File: src/rtl/fan_pkg.sv
package fan_pkg;
  localparam int PCT_W = 7;
  typedef logic [PCT_W-1:0] pct_t;
  localparam pct_t PCT_FULL = pct_t'(100);

  function automatic pct_t pct_clamp(input pct_t v);
    return (v > PCT_FULL) ? PCT_FULL : v;
  endfunction
endpackage

File: src/rtl/fan_curve.sv
module fan_curve
  import fan_pkg::*;
#(
  parameter int TEMP_W  = 8,
  parameter int SLOPE_W = 8
) (
  input  logic [TEMP_W-1:0]  temp_i,
  input  logic [TEMP_W-1:0]  start_i,
  input  pct_t               min_i,
  input  logic [SLOPE_W-1:0] slope_i,
  output pct_t               target_o
);
  localparam int RAMP_W = TEMP_W + SLOPE_W + 1;

  logic [TEMP_W-1:0] diff;
  logic [RAMP_W-1:0] ramp;

  always_comb begin
    diff = temp_i - start_i;
    ramp = RAMP_W'(pct_clamp(min_i)) + RAMP_W'(slope_i) * RAMP_W'(diff);
    if (temp_i < start_i)
      target_o = '0;
    else if (ramp > RAMP_W'(PCT_FULL))
      target_o = PCT_FULL;
    else
      target_o = ramp[PCT_W-1:0];
  end
endmodule

File: src/rtl/fan_slew.sv
module fan_slew
  import fan_pkg::*;
#(
  parameter int unsigned SEC_CYC = 200_000_000
) (
  input  logic clk,
  input  logic rst_n,
  input  logic have_i,
  input  pct_t target_i,
  input  pct_t min_i,
  input  pct_t step_i,
  output pct_t applied_o
);
  localparam int CNT_W = (SEC_CYC > 1) ? $clog2(SEC_CYC) : 1;

  logic [CNT_W-1:0] tick_q, tick_d;
  logic             tick;
  pct_t             app_q, app_d, start_pct, gap;

  always_comb begin
    tick      = (tick_q == CNT_W'(SEC_CYC - 1));
    tick_d    = tick ? '0 : tick_q + 1'b1;
    start_pct = (pct_clamp(min_i) == '0) ? pct_t'(1) : pct_clamp(min_i);
    gap       = (app_q > target_i) ? (app_q - target_i) : (target_i - app_q);
    app_d     = app_q;
    if (!have_i || target_i == '0)
      app_d = '0;
    else if (app_q == '0)
      app_d = start_pct;
    else if (tick) begin
      if (app_q < target_i)
        app_d = app_q + ((gap < step_i) ? gap : step_i);
      else if (app_q > target_i)
        app_d = app_q - ((gap < step_i) ? gap : step_i);
    end
  end

  always_ff @(posedge clk or negedge rst_n) begin
    if (!rst_n) begin
      tick_q <= '0;
      app_q  <= '0;
    end else begin
      tick_q <= tick_d;
      app_q  <= app_d;
    end
  end

  assign applied_o = app_q;
endmodule

File: src/rtl/fan_pwm_gen.sv
module fan_pwm_gen
  import fan_pkg::*;
#(
  parameter int unsigned SLOT_CYC = 66_667
) (
  input  logic clk,
  input  logic rst_n,
  input  pct_t duty_i,
  output logic pwm_o,
  output logic frame_start_o,
  output pct_t frame_duty_o
);
  localparam int SLOT_W = (SLOT_CYC > 1) ? $clog2(SLOT_CYC) : 1;

  logic [SLOT_W-1:0] slot_q, slot_d;
  pct_t              pos_q, pos_d, duty_q, duty_d;
  logic              slot_end;

  always_comb begin
    slot_end      = (slot_q == SLOT_W'(SLOT_CYC - 1));
    frame_start_o = slot_end && (pos_q == PCT_FULL - 1'b1);
    slot_d        = slot_end ? '0 : slot_q + 1'b1;
    pos_d         = pos_q;
    if (slot_end)
      pos_d = frame_start_o ? '0 : pos_q + 1'b1;
    duty_d = frame_start_o ? pct_clamp(duty_i) : duty_q;
  end

  always_ff @(posedge clk or negedge rst_n) begin
    if (!rst_n) begin
      slot_q <= '0;
      pos_q  <= '0;
      duty_q <= '0;
    end else begin
      slot_q <= slot_d;
      pos_q  <= pos_d;
      duty_q <= duty_d;
    end
  end

  assign pwm_o        = (pos_q < duty_q);
  assign frame_duty_o = duty_q;
endmodule

File: src/rtl/fan_trip.sv
module fan_trip #(
  parameter int TEMP_W = 8
) (
  input  logic              clk,
  input  logic              rst_n,
  input  logic              have_i,
  input  logic [TEMP_W-1:0] temp_i,
  input  logic [TEMP_W-1:0] thr_i,
  output logic              flag_o
);
  logic flag_q, flag_d;

  always_comb begin
    flag_d = flag_q;
    if (!have_i)
      flag_d = 1'b0;
    else if (temp_i >= thr_i)
      flag_d = 1'b1;
    else if (({1'b0, temp_i} + 1'b1) < {1'b0, thr_i})
      flag_d = 1'b0;
  end

  always_ff @(posedge clk or negedge rst_n) begin
    if (!rst_n) flag_q <= 1'b0;
    else        flag_q <= flag_d;
  end

  assign flag_o = flag_q;
endmodule

File: src/rtl/fan_pwm_ctrl.sv
module fan_pwm_ctrl
  import fan_pkg::*;
#(
  parameter int          TEMP_W    = 8,
  parameter int          SLOPE_W   = 8,
  parameter int unsigned SLOT_CYC  = 66_667,
  parameter int unsigned SEC_CYC   = 200_000_000,
  parameter int          CRIT_BASE = 100,
  parameter int          CRIT_STEP = 5
) (
  input  logic               clk,
  input  logic               rst_n,
  input  logic [TEMP_W-1:0]  temp_i,
  input  logic               temp_vld_i,
  input  logic [TEMP_W-1:0]  cfg_start_i,
  input  logic [6:0]         cfg_min_i,
  input  logic [SLOPE_W-1:0] cfg_slope_i,
  input  logic [6:0]         cfg_slew_i,
  input  logic [TEMP_W-1:0]  cfg_throttle_i,
  input  logic               cfg_crit_ovr_i,
  input  logic [TEMP_W-1:0]  cfg_crit_i,
  input  logic [1:0]         strap_i,
  output logic               pwm_o,
  output logic               throttle_o,
  output logic               shutdown_o
);
  localparam int NFLAG = 2;

  logic [TEMP_W-1:0] temp_q, temp_d, crit_thr;
  logic              have_q, have_d;
  pct_t              target, applied, frame_duty;
  logic              frame_start;
  logic [TEMP_W-1:0] thr [NFLAG];
  logic [NFLAG-1:0]  flags;

  always_comb begin
    temp_d = temp_vld_i ? temp_i : temp_q;
    have_d = have_q | temp_vld_i;
  end

  always_ff @(posedge clk or negedge rst_n) begin
    if (!rst_n) begin
      temp_q <= '0;
      have_q <= 1'b0;
    end else begin
      temp_q <= temp_d;
      have_q <= have_d;
    end
  end

  fan_curve #(.TEMP_W(TEMP_W), .SLOPE_W(SLOPE_W)) u_curve (
    .temp_i(temp_q), .start_i(cfg_start_i), .min_i(cfg_min_i),
    .slope_i(cfg_slope_i), .target_o(target)
  );

  fan_slew #(.SEC_CYC(SEC_CYC)) u_slew (
    .clk(clk), .rst_n(rst_n), .have_i(have_q), .target_i(target),
    .min_i(cfg_min_i), .step_i(cfg_slew_i), .applied_o(applied)
  );

  fan_pwm_gen #(.SLOT_CYC(SLOT_CYC)) u_pwm (
    .clk(clk), .rst_n(rst_n), .duty_i(applied), .pwm_o(pwm_o),
    .frame_start_o(frame_start), .frame_duty_o(frame_duty)
  );

  assign crit_thr = cfg_crit_ovr_i ? cfg_crit_i
                  : TEMP_W'(CRIT_BASE) + TEMP_W'(CRIT_STEP) * TEMP_W'(strap_i);
  assign thr[0]   = cfg_throttle_i;
  assign thr[1]   = crit_thr;

  for (genvar gi = 0; gi < NFLAG; gi++) begin : g_trip
    fan_trip #(.TEMP_W(TEMP_W)) u_trip (
      .clk(clk), .rst_n(rst_n), .have_i(have_q), .temp_i(temp_q),
      .thr_i(thr[gi]), .flag_o(flags[gi])
    );
  end

  assign throttle_o = flags[0];
  assign shutdown_o = flags[1];
endmodule

File: config.mk
export PLATFORM = sky130hd
export DESIGN_NAME = fan_pwm_ctrl
export DESIGN_NICKNAME = d
export VERILOG_FILES = /design/src/rtl/fan_pkg.sv /design/src/rtl/fan_curve.sv /design/src/rtl/fan_slew.sv /design/src/rtl/fan_pwm_gen.sv /design/src/rtl/fan_trip.sv /design/src/rtl/fan_pwm_ctrl.sv
export SDC_FILE = /design/constraint.sdc
export NUM_CORES = 1
export LEC_CHECK = 0
export ABC_AREA = 1
export BUFFER_PORTS_ARGS = -buffer_cell sky130_fd_sc_hd__buf_2
export CAP_MARGIN = 20
export CORE_UTILIZATION = 30
export CTS_CLUSTER_SIZE = 20
export DETAILED_ROUTE_END_ITERATION = 7
export SLEW_MARGIN = 10
export SYNTH_ARGS = -nofsm -noshare
export SYNTH_HDL_FRONTEND = slang
export SYNTH_HIERARCHICAL = 1
export SYNTH_SLANG_ARGS = --single-unit
File: constraint.sdc
create_clock -name clk -period 10.2 [get_ports clk]
set_clock_uncertainty 0.05 [all_clocks]
set_input_delay 0.51 -clock clk [delete_from_list [all_inputs] [get_ports clk]]
set_output_delay 0.51 -clock clk [all_outputs]
set_load 0.01 [all_outputs]
==> results.cfg <==
[logic_synthesis]
synth_top_cell_by_area = dfrtp_1
yosys-top-cells-area = dfrtp_1 (19%), ha_1 (15%), nand2_1 (15%)
netlist_area_um2 = 10100
synth_xor_area_share_pct = 3.12
synthTopCellsByCount = nand2_1 (400), inv_1 (313), nor2_1 (134)
yosysWarnings = 6
yosys.area_share.simple_pct = 33.3
synth_top_family_by_area = simple AND/OR/NAND/NOR gates
synth_edf_count = 0
synth_top_area_share_pct = 19.1
synth_compound_gate_area_share_pct = 7.74
syn_avg_cell_area_um2 = 6.84
synth_ff_type = dfrtp_1
synthAdderAreaFrac_pct = 24.3
synth_mux_area_share_pct = 0
synthArstFlopShare_pct = 100
syn-num-nets = 1706
ys_seq_area_share_pct = 19.1
synth.most_common_cell = nand2_1
netlist_instances = 1478
synth_seq_cells = 77
yosysUniqueCellTypes = 49

[detailed_routing]
via_count = 9190
drc = 0
vias_per_cell = 4.54
drt_iter0_drc = 404
totalWireLength_um = 24900
ant_nets = 0
wl_per_cell_um = 12.3
dr.pass1.iters = 5

[worst_setup_path]
worstPathMaxFanout = 8
path_buf_inv = 13
critPathArrivalTime_ns = 9.85
rr_worst_depth = 58
worst-path-stages = 58
crit_type = register to register
critical-path-max-stage-delay_ns = 0.53
cp-start-kind = register
r2r_end = u_slew/applied_o[6]$_DFFE_PN0P_
regToRegSetupSlack_ns = 0.53
cp_slowest_cell = fa_1
required_ns = 10.38
critPathTopFamily = adder cells
crit_top_cell = inv_1
critPathCaptureType = register
worstReg2RegStart = temp_q[2]$_DFFE_PN0P_

[global_routing]
grt_use_total_pct = 14.9
grt_pass1_wl_um = 42000
grt.overflow.total = 0
grt_max_degree = 78
antenna_found_initial = 1
grt_pass1_vias = 9056

[hold_path]
hold_start = temp_i[5]
whs_endpoint = temp_q[5]$_DFFE_PN0P_
hp-class = primary input to register
holdPathStages = 3

[die]
fp.dieW_um = 186
start_util_pct = 30.7
core_area_um2 = 32900
io_pins = 63
dieArea_um2 = 34400
die_height_um = 186
fp-row-count = 66

[clocking]
cts_sinks = 77
cts.htree.levels = 3
cts_max_path_buffers = 2
cts.reportedPaths.clkPinSlew_ns = 0.06
insertion_delay_ns = 0.34
root_buffer = clkbuf_16
cts_tree = yes
cts-buffers-inserted = 9

[run]
drv_cap = 0

[placement]
place_inst = 1995
portBuffers = 62
gp_congestion = 0.900
post-dp-hpwl_um = 20500

[timing]
setup_viol = 0
worst_pin_slew_ns = 0.592
timing.hold.ws_ns = 0.336
post-route-min-period_ns = 9.67
fin_crit_sh_pct = 94.8
drv_slew = 0
clock.fmax_mhz = 103
maxSlewHeadroom_pct = 60.4
hold_violations = 0

[finish]
stdcell_count = 2023
multi_input_area_um2 = 7210
synthToLayoutAreaGrowth_pct = 16.8
layout.area.seq_um2 = 1930
nNetsFinal = 1804
final_layout_size_suffix_gt1_share_pct = 16.3
fillCellCount = 3533

[power_and_ir_drop]
leakagePower_uw = 0.00653
ir_drop_v = 0.000266
powerDensity_nw_per_um2 = 362

[outcome]
status = completed
[per-stage QoR]
step	worst slack [ns]	power [µW]	utilization, %	TNS, ns	cell area [µm²]
after floorplan	0.572	2850	-	0	10100
after global routing	-0.0904	4790	35.9	-0.156	11800
final	0.533	4270	35.9	0	11800
after global placement	0.0258	3510	33.7	0	11100
after CTS	0.0336	3920	34.7	0	11400
after detailed placement	-0.150	3540	33.7	-0.171	11100
[routing by layer]
metal,share of wire [%],wire (µm),vias up,GRT usage (%)
met5,0,0,-,0
met4,0.69,172,0,2.81
met3,3.2,788,15,2.15
met2,48,12000,127,25.9
met1,48,12000,4269,19.6
li1,-,-,4779,-
[worst max-delay path by stage]
stage / startpoint / end
global placement: cfg_start_i[0] / u_slew/applied_o[6]$_DFFE_PN0P_
detailed placement: cfg_start_i[0] / u_slew/applied_o[6]$_DFFE_PN0P_
global route: temp_q[2]$_DFFE_PN0P_ / u_slew/applied_o[6]$_DFFE_PN0P_
finish: temp_q[2]$_DFFE_PN0P_ / u_slew/applied_o[6]$_DFFE_PN0P_
CTS: temp_q[0]$_DFFE_PN0P_ / u_slew/applied_o[6]$_DFFE_PN0P_
floorplan: temp_q[0]$_DFFE_PN0P_ / u_slew/applied_o[6]$_DFFE_PN0P_
[timing repair]
| item | CTS | global route |
|---|---|---|
| endpoints found under the setup margin | 0 | 6 |
| hold buffers | 0 | 1 |
| hold endpoints to repair | 0 | 15 |
| setup buffers | 0 | 10 |
| resized for setup | 0 | 78 |
[placed cells by master, fill, tap and decap left out, types with 8 or more instances in the layout]
cell / count
nand2_4: 8
inv_2: 17
nand3_2: 16
xnor2_1: 11
fa_1: 43
a21oi_1: 52
nand4_1: 21
xor2_1: 24
clkbuf_16: 9
nor3_1: 18
nand2_2: 24
or2_2: 10
nor2_1: 128
ha_4: 8
dfrtp_1: 77
nand3_1: 74
o21ai_0: 25
inv_1: 305
buf_2: 61
ha_1: 108
nor2_2: 13
nand2_1: 385
buf_4: 29
nor2_4: 13
[power breakdown]
group          switching, µW  internal (µW)
clock network            126            237
logic                   2110           1440
registers               36.0            326
total                   2280           2000
[registers in the layout, summed over array words and instances (netlist names)]
name / count
have_q: 1
g_trip.u_trip/flag_o: 2
temp_q: 8
u_slew/applied_o: 7
u_pwm/frame_duty_o: 7
u_slew/tick_q: 28
u_pwm/pos_q: 7
u_pwm/slot_q: 17
[worst min-delay path, delay by kind of cell]
family | cells | cell delay [ns]
simple gates | 2 | 0.10
buf+inv | 1 | 0.08
[final cells by class]
class / instances / share of cell area [%]
multi-input combinational: 1073 / 61.1
sequential: 77 / 16.3
inverter: 323 / 10.3
timing repair buffer: 92 / 4.75
tap: 442 / 4.69
clock buffer: 10 / 1.94
clock inverter: 5 / 0.848
antenna: 1 / 0.0212
[logic make-up (layout without fill, tap and decap cells)]
logic type | after synthesis | after routing
flip-flops | 77 | 77
other | 0 | 1
AND/OR/NAND/NOR | 739 | 739
adder cells (fa/ha/maj) | 168 | 168
XOR/XNOR | 36 | 36
AO/OA/AOI/OAI | 130 | 130
buffers and inverters | 328 | 430
Power figures use the tool's default switching activity.
